`config.mk`:
```
export PLATFORM = sky130hd
export DESIGN_NAME = scl_speed_timer
export DESIGN_NICKNAME = d
export VERILOG_FILES = /design/src/rtl/scl_tmr_pkg.sv /design/src/rtl/scl_tmr_regs.sv /design/src/rtl/scl_tmr_phase.sv /design/src/rtl/scl_speed_timer.sv
export SDC_FILE = /design/constraint.sdc
export NUM_CORES = 1
export LEC_CHECK = 0
export BUFFER_PORTS_ARGS = -buffer_cell sky130_fd_sc_hd__clkbuf_2
export CAP_MARGIN = 20
export CORE_ASPECT_RATIO = 1.5
export CORE_MARGIN = 2
export CORE_UTILIZATION = 60
export DETAILED_ROUTE_END_ITERATION = 6
export GPL_ROUTABILITY_DRIVEN = 0
export PLACE_DENSITY = 0.8
export SKIP_LAST_GASP = 1
export SLEW_MARGIN = 20
export SYNTH_ARGS = -nofsm -noshare
export SYNTH_HDL_FRONTEND = slang
export SYNTH_SLANG_ARGS = --single-unit
```
`constraint.sdc`:
```
create_clock -name clk -period 4.3 [get_ports clk]
set_input_delay 0.43 -clock clk [delete_from_list [all_inputs] [get_ports clk]]
set_output_delay 0.43 -clock clk [all_outputs]
set_load 0.05 [all_outputs]
```
`src/rtl/scl_tmr_pkg.sv`:
```
package scl_tmr_pkg;
    localparam int ADDR_W    = 3;
    localparam int NUM_PAIRS = 3;

    localparam logic [ADDR_W-1:0] ADDR_SPEED = 3'd0;
    localparam logic [ADDR_W-1:0] ADDR_HOLD  = 3'd7;

    typedef enum logic [1:0] {
        SEL_STD_ALT = 2'd0,
        SEL_STD     = 2'd1,
        SEL_FAST    = 2'd2,
        SEL_HIGH    = 2'd3
    } speed_sel_t;

    typedef enum logic [1:0] {
        PH_IDLE,
        PH_LOW,
        PH_WAIT,
        PH_HIGH
    } phase_t;
endpackage

```
`src/rtl/scl_tmr_regs.sv`:
```
module scl_tmr_regs
    import scl_tmr_pkg::*;
#(
    parameter int CNT_W      = 16,
    parameter bit HS_SUPPORT = 1'b1,
    parameter int RST_COUNT  = 8
) (
    input  logic              clk,
    input  logic              rst_n,
    input  logic              enable,
    input  logic              reg_we,
    input  logic [ADDR_W-1:0] reg_addr,
    input  logic [CNT_W-1:0]  reg_wdata,
    output logic [CNT_W-1:0]  hi_lim,
    output logic [CNT_W-1:0]  lo_lim,
    output logic [CNT_W-1:0]  hold_lim
);
    localparam logic [1:0] HIGH_PAIR = HS_SUPPORT ? 2'd2 : 2'd1;

    logic             wr_ok;
    speed_sel_t       speed_q;
    logic [CNT_W-1:0] hold_q;
    logic [CNT_W-1:0] hi_arr [NUM_PAIRS];
    logic [CNT_W-1:0] lo_arr [NUM_PAIRS];
    logic [1:0]       pair_idx;

    assign wr_ok = reg_we && !enable;

    for (genvar g = 0; g < NUM_PAIRS; g++) begin : g_pair
        logic [CNT_W-1:0] hi_r;
        logic [CNT_W-1:0] lo_r;
        always_ff @(posedge clk or negedge rst_n) begin
            if (!rst_n) begin
                hi_r <= CNT_W'(RST_COUNT);
                lo_r <= CNT_W'(RST_COUNT);
            end else if (wr_ok) begin
                if (reg_addr == ADDR_W'(2 * g + 1)) hi_r <= reg_wdata;
                if (reg_addr == ADDR_W'(2 * g + 2)) lo_r <= reg_wdata;
            end
        end
        assign hi_arr[g] = hi_r;
        assign lo_arr[g] = lo_r;
    end

    always_ff @(posedge clk or negedge rst_n) begin
        if (!rst_n) begin
            speed_q <= SEL_STD;
            hold_q  <= CNT_W'(1);
        end else if (wr_ok) begin
            if (reg_addr == ADDR_SPEED) speed_q <= speed_sel_t'(reg_wdata[1:0]);
            if (reg_addr == ADDR_HOLD)  hold_q  <= reg_wdata;
        end
    end

    always_comb begin
        unique case (speed_q)
            SEL_FAST: pair_idx = 2'd1;
            SEL_HIGH: pair_idx = HIGH_PAIR;
            default:  pair_idx = 2'd0;
        endcase
    end

    always_comb begin
        unique case (pair_idx)
            2'd1:    begin hi_lim = hi_arr[1]; lo_lim = lo_arr[1]; end
            2'd2:    begin hi_lim = hi_arr[2]; lo_lim = lo_arr[2]; end
            default: begin hi_lim = hi_arr[0]; lo_lim = lo_arr[0]; end
        endcase
    end

    assign hold_lim = hold_q;
endmodule

```
`src/rtl/scl_tmr_phase.sv`:
```
module scl_tmr_phase
    import scl_tmr_pkg::*;
#(
    parameter int CNT_W = 16
) (
    input  logic             clk,
    input  logic             rst_n,
    input  logic             enable,
    input  logic             run,
    input  logic             scl_in,
    input  logic [CNT_W-1:0] hi_lim,
    input  logic [CNT_W-1:0] lo_lim,
    input  logic [CNT_W-1:0] hold_lim,
    output logic             scl_drive_low,
    output logic             fall_tick,
    output logic             rise_tick,
    output logic             sda_tick
);
    localparam int EXT_W = CNT_W + 1;

    phase_t           state_q;
    phase_t           state_d;
    logic [CNT_W-1:0] cnt_q;
    logic [EXT_W-1:0] cnt_next;
    logic             lo_done;
    logic             hi_done;

    assign cnt_next = {1'b0, cnt_q} + EXT_W'(1);
    assign lo_done  = cnt_next >= {1'b0, lo_lim};
    assign hi_done  = cnt_next >= {1'b0, hi_lim};

    // transitions
    always_comb begin
        state_d = state_q;
        unique case (state_q)
            PH_IDLE: if (enable && run) state_d = PH_LOW;
            PH_LOW: begin
                if (!enable)      state_d = PH_IDLE;
                else if (lo_done) state_d = PH_WAIT;
            end
            PH_WAIT: begin
                if (!enable)     state_d = PH_IDLE;
                else if (scl_in) state_d = PH_HIGH;
            end
            PH_HIGH: begin
                if (!enable)      state_d = PH_IDLE;
                else if (hi_done) state_d = run ? PH_LOW : PH_IDLE;
            end
            default: state_d = PH_IDLE;
        endcase
    end

    // state register and phase counter
    always_ff @(posedge clk or negedge rst_n) begin
        if (!rst_n) begin
            state_q <= PH_IDLE;
            cnt_q   <= '0;
        end else begin
            state_q <= state_d;
            cnt_q   <= (state_d != state_q) ? '0 : cnt_next[CNT_W-1:0];
        end
    end

    // outputs
    always_comb begin
        scl_drive_low = 1'b0;
        fall_tick     = 1'b0;
        rise_tick     = 1'b0;
        sda_tick      = 1'b0;
        unique case (state_q)
            PH_LOW: begin
                scl_drive_low = 1'b1;
                fall_tick     = (cnt_q == '0);
                sda_tick      = (cnt_q == hold_lim);
            end
            PH_HIGH: rise_tick = (cnt_q == '0);
            default: ;
        endcase
    end
endmodule

```
`src/rtl/scl_speed_timer.sv`:
```
module scl_speed_timer
    import scl_tmr_pkg::*;
#(
    parameter int CNT_W      = 16,
    parameter bit HS_SUPPORT = 1'b1
) (
    input  logic             clk,
    input  logic             rst_n,
    input  logic             reg_we,
    input  logic [2:0]       reg_addr,
    input  logic [CNT_W-1:0] reg_wdata,
    input  logic             enable,
    input  logic             run,
    input  logic             scl_in,
    output logic             scl_drive_low,
    output logic             fall_tick,
    output logic             rise_tick,
    output logic             sda_tick
);
    logic [CNT_W-1:0] hi_lim;
    logic [CNT_W-1:0] lo_lim;
    logic [CNT_W-1:0] hold_lim;

    scl_tmr_regs #(.CNT_W(CNT_W), .HS_SUPPORT(HS_SUPPORT)) u_regs (
        .clk       (clk),
        .rst_n     (rst_n),
        .enable    (enable),
        .reg_we    (reg_we),
        .reg_addr  (reg_addr),
        .reg_wdata (reg_wdata),
        .hi_lim    (hi_lim),
        .lo_lim    (lo_lim),
        .hold_lim  (hold_lim)
    );

    scl_tmr_phase #(.CNT_W(CNT_W)) u_phase (
        .clk           (clk),
        .rst_n         (rst_n),
        .enable        (enable),
        .run           (run),
        .scl_in        (scl_in),
        .hi_lim        (hi_lim),
        .lo_lim        (lo_lim),
        .hold_lim      (hold_lim),
        .scl_drive_low (scl_drive_low),
        .fall_tick     (fall_tick),
        .rise_tick     (rise_tick),
        .sda_tick      (sda_tick)
    );
endmodule

```
==> results of run 1 <==
[critical path, stage by stage, from the launching register on]
cell and delay, ns:
dfrtp_1 0.49, ha_1 0.26, nand2_1 0.17, or4_1 0.65, xnor2_1 0.36, ha_1 0.32, a21o_1 0.17, a21oi_1 0.23
o211ai_1 0.18, o31ai_2 0.41, o211ai_4 0.27, a21boi_1 0.20
[metal layers]
metal | GRT usage, % | part of all wire [%]
met5 | 0 | 0
met4 | 9.37 | 1.9
met2 | 43.0 | 50
met1 | 34.4 | 44
met3 | 5.68 | 4.6
[power groups by stage]
| stage | logic [µW] | registers (µW) | clock network, µW |
|---|---|---|---|
| floorplan | 1080 | 1700 | 0 |
| global placement | 1290 | 1800 | 0 |
| detailed placement | 1340 | 1820 | 0 |
| CTS | 1360 | 1800 | 1460 |
| global route | 1500 | 1850 | 1510 |
| finish | 1360 | 1810 | 1450 |
[cell type report]
class	count	area, µm²	share of cell area [%]
clock buffers	21	470	6.01
clock inverters	11	126	1.61
inverters	6	22.5	0.288
multi-input cells	413	3480	44.5
flip-flops and latches	132	3310	42.3
well taps	150	188	2.40
repair buffers	37	226	2.89
[metrics by stage]
stage / util, % / std cells / area [µm²]
2_1_floorplan: - / 580 / 6930
3_3_place_gp: 63.3 / 737 / 7220
3_5_place_dp: 63.3 / 737 / 7220
4_1_cts: 68.5 / 769 / 7820
5_1_grt: 68.6 / 770 / 7830
6_report: 68.6 / 770 / 7830
[logic make-up after synthesis]
logic type | Yosys count | synth area share, %
compound gates | 98 | 9.82
xor+xnor | 29 | 3.67
fa+ha+maj | 30 | 5.42
buf+inv | 35 | 2.17
flops | 132 | 47.8
mux | 147 | 23.3
simple gates | 109 | 7.80
[layout by cell type (no fill, tap or decap), types with 3 or more instances in the layout]
cell,n
nor2b_1,3
o21ai_0,28
nand3_1,8
inv_1,6
clkinv_2,3
dfstp_2,8
mux2_2,114
dfrtp_1,124
nor4_1,6
clkbuf_16,17
or4_1,3
clkinv_4,4
xnor2_1,7
nand4_1,7
nand2b_1,3
nor2_1,13
a21boi_1,14
a21oi_1,21
xor2_1,22
buf_4,8
o21a_1,3
a21o_1,4
mux2i_1,32
clkbuf_8,3
nand2_1,48
nand3b_1,4
clkbuf_2,27
ha_1,30
nor3_1,5
[cells in the mapped netlist (all sizes together), types with 7 or more instances]
cell,number,area [µm²]
dfrtp,124,3100
nand3,8,40.0
xor2,22,193
clkbuf,24,90.1
ha,30,375
mux2,115,1290
nand4,8,56.3
o21ai,32,179
a21boi,14,105
nand2,48,180
nor2,13,48.8
a21oi,21,105
mux2i,32,320
xnor2,7,61.3
dfstp,8,210
[final timing paths]
kind	startpoint	end	slack [ns]	cells after the start
max	u_phase.cnt_q[0]	u_phase.cnt_q[9]	0.49	11
min	rst_n	u_regs.g_pair[0].lo_r[14]	0.06	1
max reg2reg	u_phase.cnt_q[0]	u_phase.cnt_q[9]	0.49	11
min reg2reg	u_regs.g_pair[0].hi_r[15]	u_regs.g_pair[0].hi_r[15]	0.50	1
max in group asynchronous	rst_n	u_regs.g_pair[0].lo_r[11]	3.26	2
min in group clk	reg_wdata[8]	u_regs.g_pair[0].lo_r[8]	0.34	2
[flip-flops by register name (all words and copies together), names as in the netlist]
name	flops
u_regs.g_pair.lo_r	48
u_phase.state_q	2
u_regs.hold_lim	16
u_phase.cnt_q	16
u_regs.speed_q	2
u_regs.g_pair.hi_r	48
==> metrics.yaml, run 1 <==
portBuffers: 28
grt_first_pass_wirelength_mm: 24.9
grt_pass1_vias: 4857
rsz0062_at_grt: "false"
synth_edf_count: 0
cts_tree: "done"
antenna_cells: 0
worst_slack_ns: 0.487
std_cell_rows: 48
die_w_um: 91.7
period_needed_ns: 3.81
fin_worst_skew_ns: 0.00685
drv_cap: 0
hpwlAfterDp_mm: 10.7
p_total_uw: 4620
p_sw_uw: 1530
synth.distinct_cells: 56
netlist_instances: 580
nets: 662
comb_power_share_pct: 29.5
status: "finished clean"
core_area_um2: 11400
dieArea_um2: 12400
initial_core_util_pct: 60.7
cp.arrival_ns: 4.15
first_pass_iters: 6
dpl_worst_slack_ns: 0.542
yosysSeqAreaShare_pct: 47.8
slew_headroom_pct: 23.0
grt.total_usage_pct: 26.2
ctsHoldBuffers: 0
layout-drive-gt1-share_pct: 32.6
clk_pin_slew_ns: 0.06
ys.flop_type: "dfrtp_1"
p_int_uw: 3100
clk_latency_ns: 0.42
syn_to_final_growth_pct: 13.0
yosys_warnings: 0
postRouteAntennaNets: 0
fmax_mhz: 262
synthArstFlopShare_pct: 100
hold_violations: 0
detail_route.iter0.violations: 354
fin_crit_sh_pct: 88.7
routedWlPerCell_um: 20.0
cts.sinks: 132
syn_avg_cell_area_um2: 11.9
cts_buffers: 17
die_h_um: 136
p_leak_uw: 0.00360
peakVddDrop_mv: 0.332
drv_slew: 0
setup.worst_path.end_class: "flip-flop"
clockBufferDepth: 2
overflow: 0
netlist_area_um2: 6930
p_clk_share_pct: 31.3
htreeDepth: 4
root_buffer: "clkbuf_16"
cp.required_ns: 4.64
critPathKind: "flip-flop to flip-flop"
pwr-share-seq_pct: 39.2
hold_ws_ns: 0.0634
hold_class: "input port to async pin"
power.density_nw_per_um2: 590
via_per_inst: 6.12
nFillCells: 807
crit_path_max_fanout: 16
synth-seq-cells: 132
ctsResizeCount: 0
tns_ns: 0
num_io_pins: 29
start_kind: "flip-flop"
drc: 0
setup_viol_count_final: 0
antenna_found_initial: 0
syn_nets: 635
worstMarginPinSlew_ns: 1.15
drt_wl_total_mm: 15.4
grt_max_degree: 61
postCtsSetupBuffers: 0
vias: 4712
switching_share_pct: 33.0
No activity file was read; power rests on OpenSTA's default activity.
==> run 2: changes to the inputs <==
==> constraint.sdc (replaced) <==
create_clock -name clk -period 4.3 [get_ports clk]
set_input_delay 0.645 -clock clk [delete_from_list [all_inputs] [get_ports clk]]
set_output_delay 0.645 -clock clk [all_outputs]
set_load 0.05 [all_outputs]
==> run 2 against run 1 <==
  * Core utilization rose by 0.50 points
  * Clock-buffer cell count fell by 1
  * Clock power rose by 9%
  * Die area did not move
  * Non-clock buffer count rose by 2
  * Routed wire length rose by 2.1%
  * Register-to-register slack got worse by 0.04 ns
  * Sequential power barely moved
  * Cell count rose by 0.26%
  * Design area rose by 0.74%
  * Sequential cell count did not move
==> metrics.yaml, run 2 (same netlist as run 1, synthesis figures left out) <==
status: "finished clean"
reg2reg_from: "u_phase.cnt_q[0]"
seqCellArea_um2: 3310  # unchanged
p_total_uw: 4770  # +3.2%
clk_pin_slew_ns: 0.06  # about the same
hpwlAfterDp_mm: 10.6  # -0.87%
postCtsSetupBuffers: 0  # unchanged
rsz0062_at_grt: "false"
cts_buffers: 17  # unchanged
setup_viol_count_final: 0  # unchanged
grt_first_pass_wirelength_mm: 26.1  # +4.8%
routedWlPerCell_um: 20.3  # +1.8%
fin_crit_sh_pct: 89.6  # +0.94 points
cts_tree: "done"
clockBufferDepth: 2  # unchanged
drv_cap: 0  # unchanged
crit_family: "compound AO/OA/AOI/OAI gates"
first_pass_iters: 5  # -1
initial_core_util_pct: 60.7  # unchanged
ctsHoldBuffers: 0  # unchanged
core_area_um2: 11400  # unchanged
reg_top3: "u_regs.g_pair.hi_r: 48 flops, u_regs.g_pair.lo_r: 48 flops"
period_needed_ns: 3.85  # +0.0403 ns
vias: 4772  # +1.3%
tns_ns: 0  # unchanged
antenna_cells: 0  # unchanged
detail_route.iter0.violations: 327  # -7.6%
drt_wl_total_mm: 15.7  # +2.1%
crit_path_max_fanout: 16  # unchanged
peakVddDrop_mv: 0.343  # +3.4%
p_leak_uw: 0.00363  # +0.70%
reg2reg_depth: 11  # unchanged
setup.worst_path.end_class: "flip-flop"
antenna_found_initial: 0  # unchanged
place_inst: 740  # +0.41%
critPathBufInv: 0  # unchanged
hold_ws_ns: 0.282  # +0.219 ns
hold_violations: 0  # unchanged
cp.arrival_ns: 4.19  # +0.04 ns
cp.required_ns: 4.63  # about the same
start_kind: "flip-flop"
clk_latency_ns: 0.42  # about the same
root_buffer: "clkbuf_16"
drc: 0  # unchanged
critPathMostFrequentCell: "ha_1"
r2r-end: "u_phase.cnt_q[1]"
overflow: 0  # unchanged
fin_worst_skew_ns: 0.00763  # +0.000776 ns
nets: 664  # +0.30%
die_w_um: 91.7  # unchanged
num_io_pins: 29  # unchanged
fmax_mhz: 260  # -1.0%
critPathKind: "flip-flop to flip-flop"
ctsResizeCount: 0  # unchanged
hold_class: "input port to async pin"
htreeDepth: 4  # unchanged
power.density_nw_per_um2: 604  # +2.4%
ff2ff_setup_slack_ns: 0.45  # -0.04 ns
max_stage_delay_ns: 0.65  # about the same
cts.sinks: 132  # unchanged
grt_max_degree: 65  # +6.6%
layout-drive-gt1-share_pct: 32.6  # +0.056 points
slew_headroom_pct: 28.7  # +5.6 points
portBuffers: 28  # unchanged
crit_slowest_cell: "or4_1"
via_per_inst: 6.18  # +1.0%
postRouteAntennaNets: 0  # unchanged
multi_input_area_um2: 3480  # -0.18%
syn_to_final_growth_pct: 13.8
layout.cells.non_filler: 772  # +0.26%
mostFrequentLayoutCells: "124 x dfrtp_1, 114 x mux2_2, 48 x nand2_1"
nFillCells: 795  # -1.5%
die_h_um: 136  # unchanged
final_common_cell: "dfrtp_1"
drv_slew: 0  # unchanged
path_cells: "ha_1 > nand2_1 > or4_1 > xnor2_1 > ha_1 > a21o_1 > a21oi_1 > o211ai_1 > o31ai_2 > o211ai_4 > a21boi_1"
dieArea_um2: 12400  # unchanged
grt_pass1_vias: 5067  # +4.3%
worstMarginPinSlew_ns: 1.07  # -0.0866 ns
std_cell_rows: 48  # unchanged
grt.total_usage_pct: 27.2  # +1.1 points
-- run 2: worst max-delay path by stage --
stage	slack, ns	endpoint	from	depth (start not counted)
3_3_place_gp	0.68	u_phase.cnt_q[15]	u_phase.cnt_q[0]	11
2_1_floorplan	0.73	u_phase.cnt_q[10]	u_regs.speed_q[0]	14
5_1_grt	0.21	u_phase.cnt_q[1]	u_phase.cnt_q[0]	11
3_5_place_dp	0.56	u_phase.cnt_q[2]	u_phase.cnt_q[0]	11
4_1_cts	0.49	u_phase.cnt_q[2]	u_phase.cnt_q[0]	11
6_report	0.45	u_phase.cnt_q[1]	u_phase.cnt_q[0]	11
-- run 2: power by group --
group          switching, µW  total [µW]  internal, µW  leakage (µW)
Sequential               253        1810          1550       0.00162
Clock                    535        1580          1050      0.000315
Combinational            736        1380           644       0.00169
Total                   1520        4770          3240       0.00363
-- run 2: worst reg2reg max path, stage by stage, from the launching register on --
cell and delay [ns]:
dfrtp_1 0.48, ha_1 0.27, nand2_1 0.17, or4_1 0.65, xnor2_1 0.38, ha_1 0.32, a21o_1 0.17, a21oi_1 0.19
o211ai_1 0.16, o31ai_2 0.46, o211ai_4 0.30, a21boi_1 0.22
-- run 2: area by class of cell --
cell class	instances	share of cell area, %
Multi-Input combinational cell	413	44.1
Sequential cell	132	42.0
Clock buffer	20	5.66
Timing Repair Buffer	39	3.01
Clock inverter	12	2.57
Tap cell	150	2.38
Inverter	6	0.286
-- run 2: per-stage QoR --
step / setup slack (ns) / util (%) / instance area [µm²]
final: 0.447 / 69.1 / 7890
after global routing: 0.206 / 69.1 / 7890
after CTS: 0.492 / 69.1 / 7890
after detailed placement: 0.556 / 63.4 / 7240
after global placement: 0.679 / 63.4 / 7240
after floorplan: 0.729 / - / 6930
-- run 2: layer usage --
| metal | routed length (µm) | track usage [%] |
|---|---|---|
| met1 | 6650 | 34.9 |
| met4 | 372 | 10.1 |
| met3 | 644 | 5.40 |
| met2 | 8030 | 46.0 |
| met5 | 0 | 0 |
==> run 3: changes to the inputs <==
Settings changed: RECOVER_POWER set to 50.
==> run 3 against run 2 <==
  * The run now ends with capacitance limit, slew limit left
  * Setup slack better by 0.0012 ns
  * Global-route usage did not move
  * First-iteration DRC count up 4.9%
  * Sequential share of layout area about the same
  * Clock power barely moved
==> metrics.yaml, run 3 (same netlist as run 1, synthesis figures left out) <==
critPathBufInv: 0  # unchanged
crit_path_max_fanout: 16  # unchanged
worstMarginPinSlew_ns: 3.10  # +2.04 ns
cp.required_ns: 4.63  # about the same
crit_family: "compound AO/OA/AOI/OAI gates"
hpwlAfterDp_mm: 10.6  # unchanged
mostFrequentLayoutCells: "124 x dfrtp_1, 114 x mux2_2, 48 x nand2_1"
cts_tree: "done"
nets: 664  # unchanged
initial_core_util_pct: 60.7  # unchanged
syn_to_final_growth_pct: 13.7  # about the same
overflow: 0  # unchanged
first_pass_iters: 5  # unchanged
wl_met2_mm: 8.06  # +0.35%
postCtsSetupBuffers: 0  # unchanged
dpl_worst_slack_ns: 0.556  # unchanged
grt_first_pass_wirelength_mm: 26.1  # unchanged
critPathKind: "flip-flop to flip-flop"
top_layer: "met4"
grt_max_degree: 65  # unchanged
antenna_found_initial: 0  # unchanged
layout-drive-gt1-share_pct: 32.3  # -0.32 points
tns_ns: 0  # unchanged
drv_slew: 58  # +58
start_kind: "flip-flop"
max_stage_delay_ns: 0.65  # about the same
fin_crit_sh_pct: 89.6  # about the same
hold_class: "flip-flop to flip-flop"
fin_worst_skew_ns: 0.0103  # +0.00262 ns
fmax_mhz: 260  # about the same
power.density_nw_per_um2: 605  # +0.14%
dieArea_um2: 12400  # unchanged
setup_viol_count_final: 0  # unchanged
std_cell_rows: 48  # unchanged
die_w_um: 91.7  # unchanged
postRouteAntennaNets: 0  # unchanged
cts.sinks: 132  # unchanged
antenna_cells: 0  # unchanged
final_common_cell: "dfrtp_1"
ctsResizeCount: 0  # unchanged
setup.worst_path.end_class: "flip-flop"
drc: 0  # unchanged
portBuffers: 28  # unchanged
routedWlPerCell_um: 20.3  # about the same
grt_pass1_vias: 5067  # unchanged
clk_latency_ns: 0.42  # about the same
crit_slowest_cell: "or4_1"
via_per_inst: 6.20  # +0.29%
met1_length_mm: 6.64  # -0.21%
core_area_um2: 11400  # unchanged
p_leak_uw: 0.00362  # -0.20%
num_io_pins: 29  # unchanged
htreeDepth: 4  # unchanged
detail_route.iter0.violations: 343  # +4.9%
root_buffer: "clkbuf_16"
peakVddDrop_mv: 0.343  # about the same
clockBufferDepth: 2  # unchanged
violations: "capacitance limit, slew limit"
drv_cap: 1  # +1
worst_slack_ns: 0.448  # +0.00122 ns
path_cells: "ha_1 > nand2_1 > or4_1 > xnor2_1 > ha_1 > a21o_1 > a21oi_1 > o211ai_1 > o31ai_2 > o211ai_4 > a21oi_1"
clk_pin_slew_ns: 0.06  # about the same
vias: 4786  # +0.29%
cts_buffers: 17  # unchanged
rsz0062_at_grt: "false"
drt_wl_total_mm: 15.7  # about the same
reg_top3: "u_regs.g_pair.hi_r: 48 flops, u_regs.g_pair.lo_r: 48 flops"
period_needed_ns: 3.85  # -0.00122 ns
status: "finished, violations left"
dr_wl_met3_um: 609  # -5.4%
hold_violations: 0  # unchanged
cp.arrival_ns: 4.19  # about the same
slew_headroom_pct: -107  # -140 points
grt.total_usage_pct: 27.2  # unchanged
die_h_um: 136  # unchanged
ctsHoldBuffers: 0  # unchanged
==> run 3: cell count changes in the layout (fill, tap and decap cells not counted) <==
cell	before	now
clkbuf_1	2	4
buf_4	11	9
==> run 3: routing by layer <==
| layer | vias to the layer above | GRT usage [%] |
|---|---|---|
| met5 | - | 0 |
| met4 | 0 | 10.1 |
| met3 | 36 | 5.40 |
| met2 | 147 | 46.0 |
| met1 | 2435 | 34.9 |
| li1 | 2168 | - |
==> run 3: final cells by class <==
| cell class | instances | area, µm² |
|---|---|---|
| Inverter | 6 | 22.5 |
| Multi-Input combinational cell | 413 | 3480 |
| Sequential cell | 132 | 3310 |
| Fill cell | 797 | 3530 |
| Timing Repair Buffer | 39 | 230 |
| Clock inverter | 12 | 203 |
| Clock buffer | 20 | 447 |
| Tap cell | 150 | 188 |
==> run 3: worst paths after layout <==
kind / startpoint / to / slack [ns] / cells after the start
max: u_phase.cnt_q[0] / u_phase.cnt_q[10] / 0.45 / 11
min: u_regs.g_pair[0].lo_r[15] / u_regs.g_pair[0].lo_r[15] / 0.50 / 1
max reg2reg: u_phase.cnt_q[0] / u_phase.cnt_q[10] / 0.45 / 11
min reg2reg: u_regs.g_pair[0].lo_r[15] / u_regs.g_pair[0].lo_r[15] / 0.50 / 1
max in group asynchronous: rst_n / u_regs.g_pair[1].hi_r[7] / 0.88 / 2
min in group asynchronous: rst_n / u_regs.g_pair[1].lo_r[13] / 1.24 / 1
==> run 3: through the flow <==
stage	cells	power [µW]	area, µm²	util (%)	hold WS [ns]
after floorplan	580	2770	6930	-	0.349
after global placement	740	3080	7240	63.4	0.481
after detailed placement	740	3160	7240	63.4	0.488
after CTS	772	4770	7890	69.1	0.308
after global routing	772	5010	7880	69.0	0.519
final	772	4770	7880	69.0	0.501
==> run 3: power breakdown <==
group          switching (µW)  internal (µW)  total, µW
registers                 254           1550       1810
clock network             536           1050       1580
logic                     737            644       1380
total                    1530           3240       4770
==> run 3: worst register-to-register path: cells and delay by family, from the launching register on <==
kind                       cells  cell delay [ns]
adders and majority gates      2             0.59
DFF                            1             0.48
and+or+nand+nor                2             0.82
xor gates and xnor gates       1             0.38
AOI/OAI and AO/OA              6             1.50
